`config.mk`:
```
export PLATFORM = sky130hd
export DESIGN_NAME = bf16_serial_mul
export DESIGN_NICKNAME = d
export VERILOG_FILES = /design/src/rtl/bf16_mul_pkg.sv /design/src/rtl/bfm_sign_exp.sv /design/src/rtl/bfm_sig_accum.sv /design/src/rtl/bfm_norm_round.sv /design/src/rtl/bf16_serial_mul.sv
export SDC_FILE = /design/constraint.sdc
export NUM_CORES = 1
export LEC_CHECK = 0
export BUFFER_PORTS_ARGS = -buffer_cell sky130_fd_sc_hd__buf_2
export CAP_MARGIN = 20
export CORE_MARGIN = 2
export CORE_UTILIZATION = 25
export CTS_BUF_LIST = sky130_fd_sc_hd__clkbuf_4 sky130_fd_sc_hd__clkbuf_8
export DETAILED_ROUTE_END_ITERATION = 12
export GPL_TIMING_DRIVEN = 0
export PLACE_DENSITY = 0.47
export SLEW_MARGIN = 15
export SYNTH_ARGS = -nofsm -noshare
export SYNTH_HDL_FRONTEND = slang
export SYNTH_SLANG_ARGS = --single-unit
```
`constraint.sdc`:
```
create_clock -name clk -period 4.85 [get_ports clk]
set_clock_uncertainty 0.05 [all_clocks]
set_input_delay 0.485 -clock clk [delete_from_list [all_inputs] [get_ports clk]]
set_output_delay 0.485 -clock clk [all_outputs]
set_load 0.02 [all_outputs]
```
`src/rtl/bf16_mul_pkg.sv`:
```
// Shared types for the serial bfloat16 multiplier.
// Assumes: nothing beyond a synthesizable enum.
package bf16_mul_pkg;
    typedef enum logic [1:0] {
        ST_IDLE = 2'd0,
        ST_RUN  = 2'd1,
        ST_FIN  = 2'd2
    } bfm_state_e;
endpackage

```
`src/rtl/bfm_sign_exp.sv`:
```
// Sign, biased-exponent sum and zero detection for two packed values.
// Assumes: values are {sign, exponent, fraction}; exponent wraps modulo 2^EXP_W.
module bfm_sign_exp #(
    parameter int EXP_W  = 8,
    parameter int FRAC_W = 7,
    localparam int VAL_W = 1 + EXP_W + FRAC_W
) (
    input  logic [VAL_W-1:0] val_a,
    input  logic [VAL_W-1:0] val_b,
    output logic             sign,
    output logic [EXP_W-1:0] exp_sum,
    output logic             is_zero
);
    localparam logic [EXP_W-1:0] BIAS = {1'b0, {(EXP_W-1){1'b1}}};

    logic [EXP_W-1:0]  exp_a, exp_b;
    logic [FRAC_W-1:0] frac_a, frac_b;

    // Split fields and form sign, exponent sum and zero flag.
    always_comb begin
        exp_a   = val_a[VAL_W-2 -: EXP_W];
        exp_b   = val_b[VAL_W-2 -: EXP_W];
        frac_a  = val_a[FRAC_W-1:0];
        frac_b  = val_b[FRAC_W-1:0];
        sign    = val_a[VAL_W-1] ^ val_b[VAL_W-1];
        exp_sum = exp_a + exp_b - BIAS;
        is_zero = ((exp_a == '0) && (frac_a == '0)) ||
                  ((exp_b == '0) && (frac_b == '0));
    end
endmodule

```
`src/rtl/bfm_sig_accum.sv`:
```
// Serial shift-add significand multiplier: one multiplier bit per step,
// MSB first, multiplicand shifted right after each step.
// Assumes: load and step are never high together; SIG_W steps follow a load.
module bfm_sig_accum #(
    parameter int SIG_W   = 8,
    localparam int PROD_W = 2 * SIG_W
) (
    input  logic              clk,
    input  logic              rst_n,
    input  logic              load,
    input  logic              step,
    input  logic [SIG_W-1:0]  sig_a,
    input  logic [SIG_W-1:0]  sig_b,
    output logic [PROD_W-1:0] acc
);
    logic [SIG_W-1:0]  mplier;
    logic [PROD_W-1:0] mcand;

    // Clear on load, conditionally add and shift on each step.
    always_ff @(posedge clk) begin
        if (!rst_n) begin
            mplier <= '0;
            mcand  <= '0;
            acc    <= '0;
        end else if (load) begin
            mplier <= sig_a;
            mcand  <= {1'b0, sig_b, {(SIG_W-1){1'b0}}};
            acc    <= '0;
        end else if (step) begin
            if (mplier[SIG_W-1]) acc <= acc + mcand;
            mcand  <= mcand >> 1;
            mplier <= mplier << 1;
        end
    end

    assert_acc_clear_R3: assert property (@(posedge clk) disable iff (!rst_n)
        load |=> (acc == '0));
    assert_acc_grows_R3: assert property (@(posedge clk) disable iff (!rst_n)
        step |=> (acc >= $past(acc)));
endmodule

```
`src/rtl/bfm_norm_round.sv`:
```
// Normalise a significand product by at most one place and round half up.
// Assumes: prod is the exact product of two significands with leading ones.
module bfm_norm_round #(
    parameter int EXP_W   = 8,
    parameter int FRAC_W  = 7,
    localparam int SIG_W  = FRAC_W + 1,
    localparam int PROD_W = 2 * SIG_W
) (
    input  logic              clk,
    input  logic              rst_n,
    input  logic              valid,
    input  logic [PROD_W-1:0] prod,
    input  logic [EXP_W-1:0]  exp_base,
    output logic [FRAC_W-1:0] frac_out,
    output logic [EXP_W-1:0]  exp_out
);
    logic             lead;
    logic [SIG_W:0]   tfield;
    logic [SIG_W:0]   rnd;
    logic             carry;

    // Pick the window below the leading one, round it and fix the exponent.
    always_comb begin
        lead     = prod[PROD_W-1];
        tfield   = lead ? prod[PROD_W-1 -: SIG_W+1] : prod[PROD_W-2 -: SIG_W+1];
        rnd      = {1'b0, tfield[SIG_W:1]} + {{SIG_W{1'b0}}, tfield[0]};
        carry    = rnd[SIG_W];
        frac_out = rnd[FRAC_W-1:0];
        exp_out  = exp_base + {{(EXP_W-1){1'b0}}, lead} + {{(EXP_W-1){1'b0}}, carry};
    end

    assert_prod_range_R4: assert property (@(posedge clk) disable iff (!rst_n)
        valid |-> (prod[PROD_W-1] | prod[PROD_W-2]));
    assert_lead_kept_R5: assert property (@(posedge clk) disable iff (!rst_n)
        valid |-> (rnd[SIG_W] | rnd[SIG_W-1]));
    assert_round_carry_R6: assert property (@(posedge clk) disable iff (!rst_n)
        (valid && carry) |-> (rnd[SIG_W-1:0] == '0));
endmodule

```
`src/rtl/bf16_serial_mul.sv`:
```
// Sequential bfloat16 multiplier top: accepts operands on start, multiplies
// significands serially over SIG_W cycles, then normalises, rounds and
// registers the result with a one-cycle done pulse.
// Assumes: values sit in the upper half of each word; lower halves ignored.
module bf16_serial_mul
    import bf16_mul_pkg::*;
#(
    parameter int EXP_W   = 8,
    parameter int FRAC_W  = 7,
    localparam int VAL_W  = 1 + EXP_W + FRAC_W,
    localparam int WORD_W = 2 * VAL_W
) (
    input  logic              clk,
    input  logic              rst_n,
    input  logic              start,
    input  logic [WORD_W-1:0] op_a,
    input  logic [WORD_W-1:0] op_b,
    output logic              busy,
    output logic              done,
    output logic [WORD_W-1:0] product
);
    localparam int SIG_W  = FRAC_W + 1;
    localparam int PROD_W = 2 * SIG_W;
    localparam int CNT_W  = $clog2(SIG_W + 1);
    localparam logic [CNT_W-1:0] LAST = CNT_W'(SIG_W - 1);

    bfm_state_e        state;
    logic [CNT_W-1:0]  cnt;
    logic              sign_q, zero_q;
    logic [EXP_W-1:0]  exp_q;
    logic              sign_n, zero_n;
    logic [EXP_W-1:0]  exp_n;
    logic [PROD_W-1:0] acc;
    logic [FRAC_W-1:0] frac_r;
    logic [EXP_W-1:0]  exp_r;
    logic              load, step;
    logic              unused_low_half;

    assign unused_low_half = ^{op_a[VAL_W-1:0], op_b[VAL_W-1:0]};
    assign load = (state == ST_IDLE) && start;
    assign step = (state == ST_RUN);
    assign busy = (state != ST_IDLE);

    bfm_sign_exp #(.EXP_W(EXP_W), .FRAC_W(FRAC_W)) u_sign_exp (
        .val_a   (op_a[WORD_W-1:VAL_W]),
        .val_b   (op_b[WORD_W-1:VAL_W]),
        .sign    (sign_n),
        .exp_sum (exp_n),
        .is_zero (zero_n)
    );

    bfm_sig_accum #(.SIG_W(SIG_W)) u_accum (
        .clk   (clk),
        .rst_n (rst_n),
        .load  (load),
        .step  (step),
        .sig_a ({1'b1, op_a[VAL_W+FRAC_W-1:VAL_W]}),
        .sig_b ({1'b1, op_b[VAL_W+FRAC_W-1:VAL_W]}),
        .acc   (acc)
    );

    bfm_norm_round #(.EXP_W(EXP_W), .FRAC_W(FRAC_W)) u_norm (
        .clk      (clk),
        .rst_n    (rst_n),
        .valid    (state == ST_FIN),
        .prod     (acc),
        .exp_base (exp_q),
        .frac_out (frac_r),
        .exp_out  (exp_r)
    );

    // Sequence idle -> run (SIG_W steps) -> finish, and register the result.
    always_ff @(posedge clk) begin
        if (!rst_n) begin
            state   <= ST_IDLE;
            cnt     <= '0;
            sign_q  <= 1'b0;
            zero_q  <= 1'b0;
            exp_q   <= '0;
            done    <= 1'b0;
            product <= '0;
        end else begin
            done <= 1'b0;
            case (state)
                ST_IDLE: if (start) begin
                    state  <= ST_RUN;
                    cnt    <= '0;
                    sign_q <= sign_n;
                    zero_q <= zero_n;
                    exp_q  <= exp_n;
                end
                ST_RUN: begin
                    cnt <= cnt + 1'b1;
                    if (cnt == LAST) state <= ST_FIN;
                end
                ST_FIN: begin
                    product <= {sign_q,
                                zero_q ? {EXP_W{1'b0}}  : exp_r,
                                zero_q ? {FRAC_W{1'b0}} : frac_r,
                                {VAL_W{1'b0}}};
                    done    <= 1'b1;
                    state   <= ST_IDLE;
                end
                default: state <= ST_IDLE;
            endcase
        end
    end

    assert_sign_match_R1: assert property (@(posedge clk) disable iff (!rst_n)
        done |-> (product[WORD_W-1] == sign_q));
    assert_zero_rule_R8: assert property (@(posedge clk) disable iff (!rst_n)
        (done && zero_q) |-> (product[WORD_W-2:0] == '0));
    assert_low_half_R7: assert property (@(posedge clk) disable iff (!rst_n)
        done |-> (product[VAL_W-1:0] == '0));
    assert_done_pulse_R9: assert property (@(posedge clk) disable iff (!rst_n)
        done |=> !done);
    assert_idle_at_done_R10: assert property (@(posedge clk) disable iff (!rst_n)
        done |-> !busy);
    assert_start_ignored_R10: assert property (@(posedge clk) disable iff (!rst_n)
        (state == ST_RUN && cnt != LAST) |=> (state == ST_RUN));
endmodule

```
# Word level (Yosys, flattened, before mapping)
# Index checks and enable logic that the tools add are counted.
[word_totals]
reg_bits = 72
input_bits = 67
[op_classes]
addsub = 7
n_eq_ne = 5
muxes = 13
bitwise = 2
n_reduce_logical = 17
[op_table]
columns = ["cell", "count"]
rows = [
  ["15-bit 2-to-1 mux", 2],
  ["8-bit 2-to-1 mux", 3],
  ["16-bit by 15-bit adder with 16-bit output", 1],
  ["8-bit by 1-bit adder with 8-bit output", 2],
  ["8-bit zero test", 2],
  ["7-bit zero test", 2],
  ["8-bit by 1-bit adder with 9-bit output", 1],
  ["9-bit 2-to-1 mux", 1],
  ["8-bit adder", 1],
  ["4-bit one-hot mux with 2 select lines", 1],
  ["2-bit AND reduction", 4],
  ["8-bit by 7-bit subtractor with 8-bit output (second input constant)", 1],
  ["7-bit 2-to-1 mux", 1],
  ["2-bit nonzero test", 3],
  ["4-bit by 1-bit adder with 4-bit output (second input constant)", 1],
  ["4-bit by 3-bit equality test with 1-bit output (second input constant)", 1],
  ["2-bit 2-to-1 mux", 2],
  ["4-bit 2-to-1 mux", 1],
  ["2-bit one-hot mux with 2 select lines", 1],
  ["1-bit logical AND", 3],
  ["2-bit by 1-bit equality test with 1-bit output (second input constant)", 1],
  ["2-bit equality test (second input constant)", 1],
  ["2-bit zero test", 1],
  ["2-bit by 1-bit inequality test with 1-bit output (second input constant)", 1],
  ["other kinds (6)", 6],
]

# Depth between registers and ports, before layout
[depth]
depth_word = 4
ltp_mapped = 15
depth_no_buf = 13

# Modules after synthesis
# A second synthesis with hierarchy kept.
[hier_totals]
cells_unflattened = 488
area_unflattened_um2 = 4391.7
[by_module_without_submodules]
columns = ["mod", "n_inst", "cells_per_inst", "area_each_um2"]
rows = [
  ["bfm_sig_accum", 1, 249, 2154.6],
  ["bf16_serial_mul", 1, 132, 1375.1],
  ["bfm_sign_exp", 1, 56, 439.2],
  ["bfm_norm_round", 1, 51, 422.9],
]

# Worst setup path before layout
# OpenSTA, ideal clock, no wires.
[synth_path]
kind = "register to register"
start = "register u_accum.acc[15]"
end = "register product[30]"
setup_time_ps = 70
arrival_ps = 2828
path_slack_ps = 1902
path_stages_with_launch = 15
n_path_buf = 2
cell_sequence = "dfxtp_1 > clkbuf_8 > clkbuf_8 > mux2_2 > ha_1 > ha_1 > and4_1 > o2111ai_1 > fa_1 > nor2b_1 > nand4_1 > nor2_1 > xnor2_1 > or3_1 > a21oi_1"
[synth_between]
elab_chain_len = 4
word_cells_on_any_way = 5
classes_between = "add/sub (3); mux (2)"
[synth_rtl]
columns = ["item", "line_no", "source"]
rows = [
  ["start, declared", "bfm_sig_accum.sv:14", "output logic [PROD_W-1:0] acc"],
  ["start signal, assigned", "bfm_sig_accum.sv:30", "if (mplier[SIG_W-1]) acc <= acc + mcand;"],
  ["9-bit 2-to-1 mux", "bfm_norm_round.sv:25", "tfield = lead ? prod[PROD_W-1 -: SIG_W+1] : prod[PROD_W-2 -: SIG_W+1];"],
  ["8-bit by 1-bit adder with 9-bit output", "bfm_norm_round.sv:26", "rnd = {1'b0, tfield[SIG_W:1]} + {{SIG_W{1'b0}}, tfield[0]};"],
  ["8-bit by 1-bit adder with 8-bit output *", "bfm_norm_round.sv:29", "exp_out = exp_base + {{(EXP_W-1){1'b0}}, lead} + {{(EXP_W-1){1'b0}}, carry};"],
  ["8-bit 2-to-1 mux *", "bf16_serial_mul.sv:98", "zero_q ? {EXP_W{1'b0}} : exp_r,"],
  ["end signal, assigned", "bf16_serial_mul.sv:97", "product <= {sign_q,"],
  ["end, declared", "bf16_serial_mul.sv:20", "output logic [WORD_W-1:0] product"],
]
# Every way passes the cells marked *; elsewhere a longest branch is shown, timed or not.
# A chain may end at the register's enable or synchronous reset.

# Worst setup path after layout
# Ends and elaborated chain as after synthesis.

==> reports/results.ini <==
[status]
outcome = finished clean

[clock_tree]
cts.repair.resized = 0
hold_buffers = 0
cts_num_sinks = 72
clock_latency_ps = 360
clockBufferDepth = 2
cts_max_level = 3
clock-root-buffer = clkbuf_8
clk_pin_slew_ps = 80
numCtsBuffers = 9
post_cts_buffers = 0
tritoncts = done

[routing]
viasPerCell = 4.77
ant_nets = 0
drt_iter0_drc = 142
dr_total_vias = 3944
route.detailed.drc = 0
drt_wl_total_mm = 11.4
wl_per_cell_um = 13.8
first_pass_iters = 5

[placement]
dp_cells = 811
hpwl_mm = 9.05
place.gp.congestion = 0.839
io_buffers = 51
place_ws_ps = 1590
dpl_cell_area_um2 = 4830

[worst_hold_path]
hold_path_class = in2reg

[layout]
utilization = 0.305
drive_gt1_frac = 0.175
final_cell_mix = 72 x nand2_1, 72 x dfxtp_1, 62 x a21oi_1
fin_area_um2 = 5050
fin_nets = 704
n_antenna_cell = 0
area_growth_pct = 19.0
stdcell_count = 827

[power_and_ir_drop]
ir_drop_mv = 0.120
swShare = 0.282
p_sw_mw = 0.386
p_int_mw = 0.985
seqPwrFrac = 0.461
p_comb_frac = 0.150
p_clk_frac = 0.389
p_leak_nw = 2.08
total_power_mw = 1.37
power_density_nw_per_um2 = 272

[setup_path]
worst_setup_path_end_kind = register
crit_fanout = 10
path_class = reg2reg
crit_required_ps = 5090
crit_path_start_kind = register
cp.arrival_ps = 3540

[timing]
fin_tns_setup_ps = 0
final_max_slew_viol_count = 0
fin_crit_sh = 0.680
fin_ws_ps = 1550
grt_setup_unrepaired = false
slew_headroom = 0.524
whs_ps = 337
fin_crit_ps = 3300
worst_slew_pin_slew_ps = 711
setup_viol = 0
finalHoldViolCount = 0
max_freq_mhz = 303

[floorplan]
initial_core_util = 0.256
die_h_um = 134
core_region_area_um2 = 16600
die_w_um = 134
dieArea_um2 = 18000
io_pins = 101
row_count = 47

[grt]
grt_pass1_vias = 3729
grt_max_degree = 14
antenna_found_initial = 0
grt_pass1_wl_mm = 18.6
grt_overflow = 0
track_usage = 0.129

[yosys]
ys_seq_elements = 72
synthCells = 525
async_reset_ff_frac = 0
synth_flop_cell = dfxtp_1
syn_area_per_cell_um2 = 8.08
synth_warnings = 0
syn_area_um2 = 4240
synth_cell_types = 57
synth_edf_count = 0
yosysSeqAreaShare = 0.340

[run]
maxCapViolations = 0

[synth_stat cells (all sizes together) (4+ instances only)]
cell type | instances | area share
nand3 | 16 | 0.020
o22ai | 5 | 0.0074
nand4 | 5 | 0.0074
nor3 | 11 | 0.013
nor2b | 9 | 0.013
nand2 | 73 | 0.065
clkbuf | 17 | 0.020
o21ai | 24 | 0.028
inv | 17 | 0.015
and2 | 5 | 0.0086
nor4 | 9 | 0.013
nor3b | 4 | 0.0071
ha | 32 | 0.094
xor2 | 6 | 0.012
dfxtp | 72 | 0.34
a21o | 4 | 0.0071
a22oi | 20 | 0.035
xnor2 | 17 | 0.035
a211oi | 5 | 0.0088
a21oi | 63 | 0.075
a31oi | 8 | 0.012
buf | 25 | 0.042
nor2 | 39 | 0.035
[logic make-up after synthesis]
logic type      after synthesis  share of synthesized area
simple gates                183                      0.202
compound gates              147                      0.212
flops                        72                      0.340
buf+inv                      59                     0.0764
fa+ha+maj                    35                      0.108
xor+xnor                     23                     0.0475
mux                           5                     0.0127
other cells                   1                   0.000884
[path summary, 6_finish.rpt]
kind	slack, ps	to	cells after the start	startpoint
worst max-delay path	1550	product[30]$_SDFFE_PN0P_	14	u_accum.acc[15]$_SDFFE_PP0P_
worst min-delay path	340	u_accum.mplier[0]$_SDFFE_PN0P_	3	op_a[16]
worst max register to register	1550	product[30]$_SDFFE_PN0P_	14	u_accum.acc[15]$_SDFFE_PP0P_
worst min register to register	410	u_accum.mplier[4]$_SDFFE_PN0P_	2	u_accum.mplier[4]$_SDFFE_PN0P_
[worst max-delay path, cell delays in order, from the launching register on]
cell	delay (ps)
dfxtp_1	330
clkbuf_8	170
clkbuf_8	170
mux2_2	220
ha_1	160
ha_1	240
and4_1	280
o2111ai_1	170
fa_1	440
nor2b_1	170
nand4_1	160
nor2_1	170
xnor2_1	70
or3_1	300
a21oi_1	130
[layout make-up]
cell class	count	area (um2)
fill	1803	11500
timing repair buffer	51	255
clock buffer	9	124
multi-input combinational	409	2530
clock inverter	7	95.1
inverter	17	63.8
sequential	72	1440
tap	220	275
buffer	42	260
[power by group through the flow]
stage / Sequential (mW) / Combinational, mW / Clock (mW)
floorplan: 0.639 / 0.148 / 0
global placement: 0.645 / 0.205 / 0
detailed placement: 0.645 / 0.207 / 0
CTS: 0.631 / 0.208 / 0.551
global route: 0.634 / 0.233 / 0.582
finish: 0.632 / 0.206 / 0.534
[layer usage]
metal | vias to the layer above | GRT usage | part of all wire
li1 | 1995 | - | -
met1 | 1850 | 0.164 | 0.47
met2 | 90 | 0.219 | 0.48
met3 | 9 | 0.0265 | 0.038
met4 | 0 | 0.0415 | 0.013
met5 | - | 0 | 0
[state kept, by name, indices dropped and copies added, names as in the netlist]
| register | flops |
|---|---|
| u_accum.mplier | 8 |
| exp_q | 8 |
| u_accum.mcand | 15 |
| u_accum.acc | 16 |
| product | 16 |
| sign_q | 1 |
| cnt | 4 |
| zero_q | 1 |
| done | 1 |
| state | 2 |
No activity file was read; power rests on OpenSTA's default activity.
